`src/rtl/agen_pkg.sv`:
```
package agen_pkg;
  typedef enum logic [1:0] {
    MODE_DIRECT = 2'b00,
    MODE_ABS16  = 2'b01,
    MODE_ABS23  = 2'b10,
    MODE_ABS23X = 2'b11
  } agen_mode_e;

  localparam int DEF_HI_W     = 7;
  localparam int DEF_LO_W     = 16;
  localparam int DEF_MMR_LAST = 'h5F;
endpackage

```
`src/rtl/agen_base_sel.sv`:
```
module agen_base_sel
  import agen_pkg::*;
#(
  parameter int HI_W = DEF_HI_W,
  parameter int LO_W = DEF_LO_W
) (
  input  agen_mode_e       mode,
  input  logic             cpl,
  input  logic             mmap,
  input  logic [HI_W-1:0]  dph,
  input  logic [LO_W-1:0]  dp,
  input  logic [HI_W-1:0]  sph,
  input  logic [LO_W-1:0]  sp,
  output logic [HI_W-1:0]  base_hi,
  output logic [LO_W-1:0]  base_lo,
  output logic             pass_full
);
  // Short absolute is expressed as page base {dph, 0} plus the constant.
  always_comb begin
    base_hi   = '0;
    base_lo   = '0;
    pass_full = 1'b0;
    unique case (mode)
      MODE_DIRECT: begin
        if (mmap) begin
          base_hi = '0;
          base_lo = '0;
        end else if (cpl) begin
          base_hi = sph;
          base_lo = sp;
        end else begin
          base_hi = dph;
          base_lo = dp;
        end
      end
      MODE_ABS16: begin
        base_hi = dph;
        base_lo = '0;
      end
      default: pass_full = 1'b1;
    endcase
  end
endmodule

```
`src/rtl/agen_compose.sv`:
```
module agen_compose
  import agen_pkg::*;
#(
  parameter int HI_W = DEF_HI_W,
  parameter int LO_W = DEF_LO_W,
  localparam int ADDR_W = HI_W + LO_W
) (
  input  logic [HI_W-1:0]   base_hi,
  input  logic [LO_W-1:0]   base_lo,
  input  logic              pass_full,
  input  logic [ADDR_W-1:0] opnd,
  output logic [ADDR_W-1:0] addr
);
  logic [LO_W-1:0] lo_sum;

  // Modulo 2^LO_W: the carry out is dropped on purpose.
  assign lo_sum = base_lo + opnd[LO_W-1:0];
  assign addr   = pass_full ? opnd : {base_hi, lo_sum};
endmodule

```
`src/rtl/agen_mmr_detect.sv`:
```
module agen_mmr_detect
  import agen_pkg::*;
#(
  parameter int ADDR_W   = DEF_HI_W + DEF_LO_W,
  parameter int MMR_LAST = DEF_MMR_LAST
) (
  input  logic [ADDR_W-1:0] addr,
  output logic              hit
);
  localparam logic [ADDR_W-1:0] LAST = ADDR_W'(MMR_LAST);

  generate
    if (MMR_LAST < 0) begin : g_none
      assign hit = 1'b0;
    end else if (MMR_LAST == 0) begin : g_zero
      assign hit = (addr == '0);
    end else begin : g_range
      assign hit = (addr <= LAST);
    end
  endgenerate
endmodule

```
`src/rtl/agen_direct_abs.sv`:
```
module agen_direct_abs
  import agen_pkg::*;
#(
  parameter int HI_W     = DEF_HI_W,
  parameter int LO_W     = DEF_LO_W,
  parameter int MMR_LAST = DEF_MMR_LAST,
  localparam int ADDR_W  = HI_W + LO_W
) (
  input  logic              clk,
  input  logic              rst_n,
  input  logic              in_valid,
  output logic              in_ready,
  input  logic [1:0]        in_mode,
  input  logic [ADDR_W-1:0] in_opnd,
  input  logic              in_cpl,
  input  logic              in_mmap,
  input  logic [HI_W-1:0]   in_dph,
  input  logic [LO_W-1:0]   in_dp,
  input  logic [HI_W-1:0]   in_sph,
  input  logic [LO_W-1:0]   in_sp,
  output logic              out_valid,
  input  logic              out_ready,
  output logic [ADDR_W-1:0] out_addr,
  output logic              out_mmr
);
  logic [HI_W-1:0]   base_hi;
  logic [LO_W-1:0]   base_lo;
  logic              pass_full;
  logic [ADDR_W-1:0] nxt_addr;
  logic              nxt_mmr;
  agen_mode_e        mode;

  assign mode = agen_mode_e'(in_mode);

  agen_base_sel #(.HI_W(HI_W), .LO_W(LO_W)) u_base (
    .mode      (mode),
    .cpl       (in_cpl),
    .mmap      (in_mmap),
    .dph       (in_dph),
    .dp        (in_dp),
    .sph       (in_sph),
    .sp        (in_sp),
    .base_hi   (base_hi),
    .base_lo   (base_lo),
    .pass_full (pass_full)
  );

  agen_compose #(.HI_W(HI_W), .LO_W(LO_W)) u_comp (
    .base_hi   (base_hi),
    .base_lo   (base_lo),
    .pass_full (pass_full),
    .opnd      (in_opnd),
    .addr      (nxt_addr)
  );

  agen_mmr_detect #(.ADDR_W(ADDR_W), .MMR_LAST(MMR_LAST)) u_mmr (
    .addr (nxt_addr),
    .hit  (nxt_mmr)
  );

  assign in_ready = !out_valid || out_ready;

  always_ff @(posedge clk or negedge rst_n) begin
    if (!rst_n) begin
      out_valid <= 1'b0;
      out_addr  <= '0;
      out_mmr   <= 1'b0;
    end else if (in_ready) begin
      out_valid <= in_valid;
      if (in_valid) begin
        out_addr <= nxt_addr;
        out_mmr  <= nxt_mmr;
      end
    end
  end
endmodule

```
`config.mk`:
```
export PLATFORM = sky130hd
export DESIGN_NAME = agen_direct_abs
export DESIGN_NICKNAME = d
export VERILOG_FILES = /design/src/rtl/agen_pkg.sv /design/src/rtl/agen_base_sel.sv /design/src/rtl/agen_compose.sv /design/src/rtl/agen_mmr_detect.sv /design/src/rtl/agen_direct_abs.sv
export SDC_FILE = /design/constraint.sdc
export NUM_CORES = 1
export LEC_CHECK = 0
export BUFFER_PORTS_ARGS = -buffer_cell sky130_fd_sc_hd__buf_2
export CORE_MARGIN = 1.5
export CORE_UTILIZATION = 52
export DETAILED_ROUTE_END_ITERATION = 10
export PLACE_DENSITY = 0.95
export SLEW_MARGIN = 20
export SYNTH_ARGS = -nofsm -noshare
export SYNTH_HDL_FRONTEND = slang
export SYNTH_SLANG_ARGS = --single-unit
```
`constraint.sdc`:
```
create_clock -name clk -period 4.25 [get_ports clk]
set_input_delay 0.85 -clock clk [delete_from_list [all_inputs] [get_ports clk]]
set_output_delay 0.85 -clock clk [all_outputs]
set_load 0.05 [all_outputs]
```
==> results by stage <==
Outcome:
- The flow ran to the end, and the final reports show no timing, DRC or antenna violations.

Worst setup path:
- Data on the critical path is required at its endpoint by around 4500 ps.
- The start of the worst register-to-register path is out_valid$_DFFE_PN0N_.
- The kind of start point of the critical path is an input pin.
- The cell count of the worst reg-to-reg path is 4.
- The critical path goes through buf_2 > or3_1 > nor2_1 > ha_1 > inv_1 > fa_1 > nor2b_1 > o31ai_2 > a311oi_1 > o22ai_1 > mux2_2 > a211oi_1 > nand3b_1 > o31ai_1.
- The launching instance or port of the critical path is in_mode[0].
- Along the worst path, the maximum fanout reaches 5.
- In this run the register-to-register setup slack is around 2500 ps.
- The data arrival time of the critical path is about 4000 ps.
- Among all stages on the critical path, the largest delay is contributed by or3_1.
- The critical path capture point type is a register.
- In this run the worst setup path terminates at out_mmr$_DFFE_PN0P_.
- The delay of the slowest cell on the worst path is 420 ps.
- The reg-to-reg critical path endpoint is out_addr[22]$_DFFE_PN0P_.
- The worst setup path is of the in -> reg kind.

Clocking:
- In this run the clock root is driven by a clkbuf_8.
- The level count of the clock H-tree is 1.
- The CTS buffer count is 3.
- Post-CTS timing repair inserted 0 buffers for setup.
- The longest clock path from root to sink contains 2 buffers.
- The clock transition time at the flip-flop clock pins of the worst setup and hold paths is 100 ps.
- The CTS tree is done.
- The clock net in this run drives a total of 25 sinks.
- For this design, the CTS-stage hold fixing added 0 buffers.
- The post-cts gate resize count is 0.
- The clock network latency to the later pin of the worst-skew pair is 280 ps.

Placed design:
- Counting tap cells, the placed design contains a total of 432 instances.
- The HPWL reported at the end of detailed placement is 5340 um.
- The number of I/O port buffers is about 100.
- The setup slack after placement is between 200 and 300 ps.
- The final RePlAce weighted congestion is approximately 0.94.

Timing:
- The worst pin sits at a relative slew slack of just over 60%.
- The post-route fraction of the period consumed by the critical path is 88.0%.
- The minimum hold slack is 483 ps.
- The clock period could shrink to between 3000 and 4000 ps.
- The final setup violation count is 0.
- Setup repair after global routing left no endpoint under its margin.
- The final hold violation count is 0.
- The worst clock skew on the final layout is between 7 and 8 ps.
- The worst setup slack after layout is between 500 and 600 ps.
- Timing would allow up to 267 MHz.
- The total negative setup slack is 0 ps.
- For the pin with the worst max-slew slack, the measured transition is between 500 and 600 ps.
- The final number of max-transition violations came to 0.

Cells and area:
- The final cell count without fillers is roughly 440.
- The number of nets in the finished design is between 400 and 500.
- Cells with a size suffix above 1 make up between 30 and 40% of the layout.
- The area growth from synthesis to layout is 26.9%.
- The layout filler cell count is around 370.
- The repair_antennas step left the layout with diodes totalling 0.

Power and ir drop:
- The worst-case IR drop observed on VDD is 0.230 mV.
- The portion of total power attributed to the clock network is 18.0%.
- The switching power is between 0.0003 and 0.0004 W.
- In this run, the combinational gates consume 46.7% of the power.
- The sequential power share is between 30% and 40%.
- For this design the static power due to leakage is approximately 1.5 nW.
- Power spread over the standard cell area amounts to about 280 mW/mm^2.
- The internal power of the cells totals between 0.0004 and 0.0005 W.
- The switching share of power is roughly 44%.

Yosys:
- The number of synthesized register bits is 25.
- The Yosys step of the flow raised 0 warnings.
- When the netlist entered floorplanning its net count stood at 378.
- The total standard cell area after synthesis is about 0.0023 mm^2.
- Counting every instance in the synthesized netlist gives around 290.
- Synthesis instantiated between 40 and 50 different standard cells from the library.
- The async set or reset register ratio after synthesis is 100%.
- The commonest register cell after synthesis is dfrtp_1.
- The proportion of synthesized chip area in sequential cells is a little over a quarter.
- Yosys mapped a number of flops with a built-in enable equal to 0.
- The mean instance size in the synthesized netlist is between 8 and 9 um^2.

Flow run:
- The number of maximum-capacitance constraint violations is 0.

Floorplanning:
- The die span in x is between 60 and 70 um.
- The die boundary height is just under 70 um.
- For this configuration, the core starts out at a cell density of 53.4%.
- The count of standard-cell rows is 24.
- The I/O pin count is approximately 100.
- The core region is 0.00432 mm^2.
- The die covers about 0.0048 mm^2.

Drt:
- The total length of routed wires is between 6000 and 7000 um.
- For this block, the initial DRC count from the detailed router was roughly 240.
- Before antenna repair, the detailed router went through 4 iterations.
- After detailed routing, the number of remaining DRC violations is 0.
- The detailed router placed about 2600 vias in this run.
- After detailed routing, the number of vias per cell comes to roughly 6.
- In this run the remaining antenna-violating nets after routing total 0.
- In the final routed layout, each cell accounts on average for between 15 and 20 um.

Global route:
- The number of global-route vias before repair came to 2385.
- The initial antenna violation count was 0.
- The total overflow reported by the global router is 0.
- The maximum number of pins on one net before global-route repair is 39.
- Global routing used between 20% and 30% of the available tracks.
- The first global-routing pass estimated 10500 um of wire.

Min path:
- The class of the most critical hold timing path is reg -> reg.
==> power by group through the flow <==
stage | sequential [W] | clock, W | combinational (W)
global route | 0.000296 | 0.000158 | 0.000413
finish | 0.000292 | 0.000149 | 0.000386
global placement | 0.000295 | 0 | 0.000375
floorplan | 0.000423 | 0 | 0.000138
detailed placement | 0.000296 | 0 | 0.000384
CTS | 0.000291 | 0.000149 | 0.000385
==> logic make-up (layout without fill, tap and decap cells) <==
family,Yosys count,after routing,share of synthesized area (%)
AOI/OAI and AO/OA,90,90,25.6
adders and majority gates,16,16,9.00
and+or+nand+nor,99,99,19.6
DFF,25,25,27.1
xor gates and xnor gates,8,8,3.03
buffers and inverters,19,118,3.20
muxes,28,28,12.5
==> cells in the final DEF, fill, tap and decap left out, types with 2 or more instances in the layout <==
cell / instances
a311oi_1: 3
mux2i_1: 22
ha_1: 15
and3_1: 3
or2_2: 2
buf_2: 102
nor2b_1: 4
a211oi_1: 4
nand3_1: 5
clkbuf_8: 3
o21a_1: 4
nand2_1: 39
o211ai_1: 2
or3_1: 5
xnor2_1: 4
inv_1: 5
o31ai_1: 3
dfrtp_1: 25
a21oi_1: 26
a21o_1: 6
a211o_1: 2
mux2_2: 6
o21ai_0: 26
nand2b_1: 4
nor2_1: 26
nor3_1: 3
buf_4: 7
nor4_1: 2
xor2_1: 4
and2_1: 2
==> synthesized netlist by cell type (5+ instances only) <==
cell type   n  area share (%)
o21ai_0    26             5.6
or3_1       5             1.4
dfrtp_1    25              27
nor2_1     26             4.2
clkbuf_1    9             1.5
a21oi_1    26             5.6
inv_1       5            0.81
mux2i_1    22             9.5
nand2_1    39             6.3
a21o_1      6             2.0
ha_1       15             8.1
nand3_1     5             1.1
mux2_2      6             2.9
==> critical path: cells and delay by family <==
kind                     cells  cell delay, ps
AO/OA/AOI/OAI                5            1020
buffers and inverters        2             200
AND/OR/NAND/NOR              4             960
multiplexers                 1             300
adder cells (fa/ha/maj)      2             600
==> final cells by class <==
class,count,area (um^2),share of cell area [%]
Timing Repair Buffer,109,563,19.2
Inverter,5,18.8,0.640
Clock inverter,1,7.51,0.256
Clock buffer,3,41.3,1.41
Sequential cell,25,626,21.3
Multi-Input combinational cell,241,1610,54.9
Tap cell,52,65.1,2.22
==> worst min-delay path by stage <==
stage	from	end	slack, ps	cells after the start
final	out_addr[19]$_DFFE_PN0P_	out_addr[19]$_DFFE_PN0P_	480	2
after floorplan	rst_n	out_addr[0]$_DFFE_PN0P_	550	0
after CTS	out_addr[1]$_DFFE_PN0P_	out_addr[1]$_DFFE_PN0P_	480	2
after global routing	out_addr[5]$_DFFE_PN0P_	out_addr[5]$_DFFE_PN0P_	520	1
after detailed placement	out_addr[5]$_DFFE_PN0P_	out_addr[5]$_DFFE_PN0P_	460	1
after global placement	out_addr[7]$_DFFE_PN0P_	out_addr[7]$_DFFE_PN0P_	450	1
==> metrics by stage <==
stage | cell area, um^2 | total power [W] | utilization [%]
after floorplan | 2310 | 0.000562 | -
after global placement | 2880 | 0.000670 | 66.6
after detailed placement | 2880 | 0.000680 | 66.6
after CTS | 2930 | 0.000826 | 67.8
after global routing | 2930 | 0.000867 | 67.8
final | 2930 | 0.000827 | 67.8
==> state kept, by name, indices dropped and copies added (netlist names) <==
name	flops
out_addr	23
out_mmr	1
out_valid	1
==> layer usage <==
metal / track usage (%) / wire [um]
met1: 32.7 / 2700
met2: 44.7 / 3230
met3: 3.92 / 485
met5: 0 / 0
met4: 10.3 / 187
Power figures use the tool's default switching activity.
